--- src/rtl/boot_strap_pkg.sv ---
package boot_strap_pkg;

    typedef enum logic [1:0] {
        LANE_OFF = 2'b00,
        LANE_USB = 2'b01,
        LANE_EP  = 2'b10,
        LANE_RP  = 2'b11
    } lane_role_e;

    typedef enum logic [1:0] {
        SRC_FLASH = 2'b00,
        SRC_USB   = 2'b01,
        SRC_PCIE  = 2'b10,
        SRC_RSVD  = 2'b11
    } boot_src_e;

    typedef enum logic {
        ST_ARMED  = 1'b0,
        ST_LOCKED = 1'b1
    } latch_state_e;

    typedef struct packed {
        logic       ldr;
        logic [1:0] boot;
        logic [2:0] cfg;
        logic       fc;
        logic       clkm;
    } strap_word_t;

    localparam strap_word_t STRAP_DEFAULT = '{
        ldr:  1'b0,
        boot: 2'b10,
        cfg:  3'b001,
        fc:   1'b0,
        clkm: 1'b0
    };

endpackage

--- src/rtl/strap_latch.sv ---
module strap_latch
    import boot_strap_pkg::*;
(
    input  logic        clk,
    input  logic        rst_n,
    input  strap_word_t pins,
    output strap_word_t held,
    output logic        valid
);
    latch_state_e state_q, state_d;
    strap_word_t  word_q;

    always_ff @(posedge clk or negedge rst_n) begin
        if (!rst_n) begin
            state_q <= ST_ARMED;
        end else begin
            state_q <= state_d;
        end
    end

    always_comb begin
        state_d = state_q;
        unique case (state_q)
            ST_ARMED:  state_d = ST_LOCKED;
            ST_LOCKED: state_d = ST_LOCKED;
            default:   state_d = ST_ARMED;
        endcase
    end

    always_ff @(posedge clk or negedge rst_n) begin
        if (!rst_n) begin
            word_q <= STRAP_DEFAULT;
        end else if (state_q == ST_ARMED) begin
            word_q <= pins;
        end
    end

    always_comb begin
        valid = (state_q == ST_LOCKED);
        held  = word_q;
    end
endmodule

--- src/rtl/lane_role_map.sv ---
module lane_role_map
    import boot_strap_pkg::*;
#(
    parameter int NUM_LANES = 4,
    localparam int ROLE_W = 2 * NUM_LANES
) (
    input  logic [2:0]        cfg,
    output logic [ROLE_W-1:0] roles
);
    for (genvar g = 0; g < NUM_LANES; g++) begin : g_lane
        lane_role_e role;
        if (g == 0) begin : g_l0
            always_comb begin
                unique case (cfg)
                    3'b000, 3'b101, 3'b110: role = LANE_OFF;
                    default:                role = LANE_EP;
                endcase
            end
        end else if (g == 1) begin : g_l1
            always_comb begin
                unique case (cfg)
                    3'b001, 3'b010, 3'b100, 3'b111: role = LANE_EP;
                    default:                        role = LANE_USB;
                endcase
            end
        end else begin : g_lhi
            always_comb begin
                unique case (cfg)
                    3'b010, 3'b100: role = LANE_EP;
                    3'b101, 3'b110: role = LANE_OFF;
                    default:        role = LANE_RP;
                endcase
            end
        end
        assign roles[2*g +: 2] = role;
    end
endmodule

--- src/rtl/strap_field_decode.sv ---
module strap_field_decode
    import boot_strap_pkg::*;
#(
    parameter int NUM_LANES = 4,
    localparam int ROLE_W = 2 * NUM_LANES
) (
    input  strap_word_t       held,
    input  logic [ROLE_W-1:0] roles,
    output logic              ldr_from_flash,
    output logic [1:0]        boot_src,
    output logic              boot_err,
    output logic              fc_over_pcie,
    output logic              clk_noncommon,
    output logic              usb_en,
    output logic              pcie_ep_en,
    output logic              pcie_rp_en
);
    always_comb begin
        boot_err = 1'b0;
        unique case (boot_src_e'(held.boot))
            SRC_FLASH: boot_src = SRC_FLASH;
            SRC_USB:   boot_src = SRC_USB;
            SRC_PCIE:  boot_src = SRC_PCIE;
            default: begin
                boot_src = SRC_PCIE;
                boot_err = 1'b1;
            end
        endcase
    end

    always_comb begin
        ldr_from_flash = held.ldr;
        fc_over_pcie   = held.fc;
        clk_noncommon  = held.clkm;
    end

    always_comb begin
        usb_en     = 1'b0;
        pcie_ep_en = 1'b0;
        pcie_rp_en = 1'b0;
        for (int i = 0; i < NUM_LANES; i++) begin
            if (roles[2*i +: 2] == LANE_USB) usb_en     = 1'b1;
            if (roles[2*i +: 2] == LANE_EP)  pcie_ep_en = 1'b1;
            if (roles[2*i +: 2] == LANE_RP)  pcie_rp_en = 1'b1;
        end
    end
endmodule

--- src/rtl/boot_strap_unit.sv ---
module boot_strap_unit
    import boot_strap_pkg::*;
(
    input  logic       clk,
    input  logic       rst_n,
    input  logic       pin_ldr,
    input  logic [1:0] pin_boot,
    input  logic [2:0] pin_cfg,
    input  logic       pin_fc,
    input  logic       pin_clkm,
    output logic       cap_valid,
    output logic       ldr_from_flash,
    output logic [1:0] boot_src,
    output logic       boot_err,
    output logic [2:0] cfg_code,
    output logic       fc_over_pcie,
    output logic       clk_noncommon,
    output logic [7:0] lane_roles,
    output logic       usb_en,
    output logic       pcie_ep_en,
    output logic       pcie_rp_en
);
    localparam int NUM_LANES = 4;

    strap_word_t pins_w, held_w;

    assign pins_w = '{ldr: pin_ldr, boot: pin_boot, cfg: pin_cfg,
                      fc: pin_fc, clkm: pin_clkm};

    strap_latch u_latch (
        .clk   (clk),
        .rst_n (rst_n),
        .pins  (pins_w),
        .held  (held_w),
        .valid (cap_valid)
    );

    assign cfg_code = held_w.cfg;

    lane_role_map #(.NUM_LANES(NUM_LANES)) u_map (
        .cfg   (held_w.cfg),
        .roles (lane_roles)
    );

    strap_field_decode #(.NUM_LANES(NUM_LANES)) u_dec (
        .held           (held_w),
        .roles          (lane_roles),
        .ldr_from_flash (ldr_from_flash),
        .boot_src       (boot_src),
        .boot_err       (boot_err),
        .fc_over_pcie   (fc_over_pcie),
        .clk_noncommon  (clk_noncommon),
        .usb_en         (usb_en),
        .pcie_ep_en     (pcie_ep_en),
        .pcie_rp_en     (pcie_rp_en)
    );
endmodule

--- config.mk ---
export PLATFORM = sky130hd
export DESIGN_NAME = boot_strap_unit
export DESIGN_NICKNAME = d
export VERILOG_FILES = /design/src/rtl/boot_strap_pkg.sv /design/src/rtl/strap_latch.sv /design/src/rtl/lane_role_map.sv /design/src/rtl/strap_field_decode.sv /design/src/rtl/boot_strap_unit.sv
export SDC_FILE = /design/constraint.sdc
export NUM_CORES = 1
export LEC_CHECK = 0
export BUFFER_PORTS_ARGS = -buffer_cell sky130_fd_sc_hd__buf_2
export CORE_AREA = 2 2 39 41
export DETAILED_ROUTE_END_ITERATION = 8
export DIE_AREA = 0 0 41 43
export PLACE_DENSITY = 0.71
export SYNTH_ARGS = -nofsm -noshare
export SYNTH_HDL_FRONTEND = slang
export SYNTH_SLANG_ARGS = --single-unit
--- constraint.sdc ---
create_clock -name clk -period 1.8 [get_ports clk]
set_clock_uncertainty 0.2 [all_clocks]
set_input_delay 0.27 -clock clk [delete_from_list [all_inputs] [get_ports clk]]
set_output_delay 0.27 -clock clk [all_outputs]
set_load 0.02 [all_outputs]
==> out/summary.txt <==
Avg Inst Size Synth - 11.5 um2
die height - 43 um
cell count of the worst reg-to-reg path - 1
maximum VDD drop - 0.366 mV
worst hold path type - in2reg
Reg area - 228 um2
DRT antenna net count - 0
status - finished, violations left
global router's overall resource usage - 0.0987
failing checks - setup timing
clock root buffer - clkbuf_4
CP max-delay cell - dfstp_2
Fin. Hold Viols - 0
layout cells sized above 1 - 0.667
crit-path max cell delay - 0.59 ns
leading register cell type out of synthesis - dfrtp_1
Final Slew Violations - 0
kind of critical path - reg2out
Ys Warns - 0
initial antenna violation count - 0
number of max-cap violations - 0
crit path DAT - 1.39 ns
Reg clk slew, reported paths - 0.06 ns
DP HPWL - 569 um
RSZ-0062 raised after global routing - yes
post-route minimum period - 1.86 ns
fmax - 537 MHz
clk sink count - 9
DRT iter0 DRCs - 2
DR WL/cell - 9.95 um
nets - 77
Yosys top cell area share - 0.370
crit start category - flop
DR vias - 349
Critical Path RT - 1.33 ns
Final WS setup - -0.0632 ns
Post-Route WL - 816 um
first-pass GRT wire length - 1.15 mm
H-tree depth - 1
IO buf count - 29
r2r setup slk - 0.56 ns
routability cong. - 0.549
fill cell total of the finished layout - 139
post-synthesis sequential area ratio - 0.481
cell taking the most area after synthesis - dfrtp_1
Cells after Synth - 41
Remaining DRCs - 0
crit path buf inv count - 1
die width - 41 um
die area - 1760 um2
most frequent cell after synthesis - mux2_2
synth unique cells - 16
Leakage - 0.316 nW
Worst Hold Path Cells - 2
later-pin clock latency in the skew report - 0.25 ns
global route total overflow - 0
Ports - 31
CTS buffer count - 3
hold wc startpoint - pin_boot[0]
Post-synth top cells - 8 x mux2_2, 7 x buf_4, 7 x dfrtp_1
synth-to-layout area growth - 37.3%
core area - 1380 um2
pwr dens - 1010 nW/um2
worst r2r src - u_latch.valid
Via-to-Cell Ratio - 4.26
Mapped Area - 473 um2
number of synthesized flops with an enable pin - 0
Synth async-reset ratio - 1.00
Site Rows - 14
hold path endpoint - u_latch.held[5]
vias in the first global route - 303
n_diodes - 0
fin crit share - 1.04
Setup TNS - -0.253 ns
DR pass1 iterations - 2
Initial Utilization - 0.342
CTS tree - built
largest net degree at the start of global routing - 11
reg2reg end - u_latch.held[7]
ranking of synthesized cells by area - dfrtp_1 37%, mux2_2 19%, buf_4 11%
Multi-input gate area - 191 um2
Mapped Nets - 51
critical path's top delay family - flip-flops
CP endpoint kind - output port
Yosys reg bits - 9
CP Cell Sequence - xor2_4, xor2_1, buf_4
Worst Path Max Fanout - 6
Max Root-Sink Buffers - 2
setup violators final - 10
WHS - 0.0536 ns
## power breakdown
part	total, mW	internal (mW)	switching, mW	leakage (nW)
Clock	0.147	0.0849	0.0620	0.0150
Sequential	0.251	0.225	0.0258	0.103
Combinational	0.261	0.116	0.145	0.198
## cells in the final DEF (no fill, tap or decap), drive strengths merged, types with 2 or more instances in the layout
| master | Yosys | layout |
|---|---|---|
| xor2 | 2 | 2 |
| buf | 8 | 30 |
| xnor2 | 2 | 2 |
| dfstp | 2 | 2 |
| dfrtp | 7 | 7 |
| clkbuf | 2 | 4 |
| mux2 | 8 | 8 |
| conb | 2 | 2 |
| a21oi | 2 | 2 |
| nand2 | 2 | 2 |
## layer usage
metal  global-route usage  vias to the layer above  part of all wire
li1                     -                      174                 -
met1               0.0872                      155              0.38
met2                0.175                       20              0.53
met3               0.0314                        0             0.091
met5                    0                        -                 0
met4               0.0600                        0                 0
## flip-flops by register name, indices dropped and copies added (netlist names)
name and flops:
u_latch.held 8, u_latch.valid 1
## per-stage QoR
stage	worst slack [ns]	std cells	util	total power, mW	instance area [um2]
floorplan	0.0685	41	-	0.430	473
global placement	0.165	76	0.414	0.480	573
detailed placement	0.129	76	0.414	0.483	573
CTS	-0.0706	82	0.460	0.651	637
global route	-0.157	82	0.469	0.711	649
finish	-0.0632	82	0.469	0.659	649
## worst max path at each step
stage,startpoint,endpoint,slack [ns],cells after the start
global placement,u_latch.held[2],lane_roles[3],0.17,3
finish,u_latch.held[2],lane_roles[3],-0.06,3
detailed placement,u_latch.held[2],lane_roles[3],0.13,3
floorplan,u_latch.held[2],lane_roles[7],0.07,3
CTS,u_latch.held[2],lane_roles[3],-0.07,3
global route,u_latch.held[2],lane_roles[3],-0.16,3
## cell type report
class                      instances  share of cell area
timing repair buffer              31               0.283
clock buffer                       4              0.0405
multi-input combinational         22               0.295
tap                               16              0.0308
sequential                         9               0.351
## cells by family after synthesis
| kind of cell | after synthesis | share of synthesized area |
|---|---|---|
| XOR/XNOR | 4 | 0.0900 |
| AND/OR/NAND/NOR | 5 | 0.0529 |
| other | 2 | 0.0159 |
| AO/OA/AOI/OAI | 3 | 0.0317 |
| multiplexers | 8 | 0.190 |
| buffers and inverters | 10 | 0.138 |
| flip-flops | 9 | 0.481 |
## what timing repair did
| action | in CTS | in global routing |
|---|---|---|
| gates cloned | 0 | 0 |
| pin swaps | 0 | 1 |
| gates resized for setup | 4 | 5 |
| endpoints found under the setup margin | 7 | 10 |
| setup buffers | 1 | 0 |
| endpoints found under the hold margin | 9 | 0 |
| hold buffers | 1 | 0 |
No activity file was read; power rests on OpenSTA's default activity.
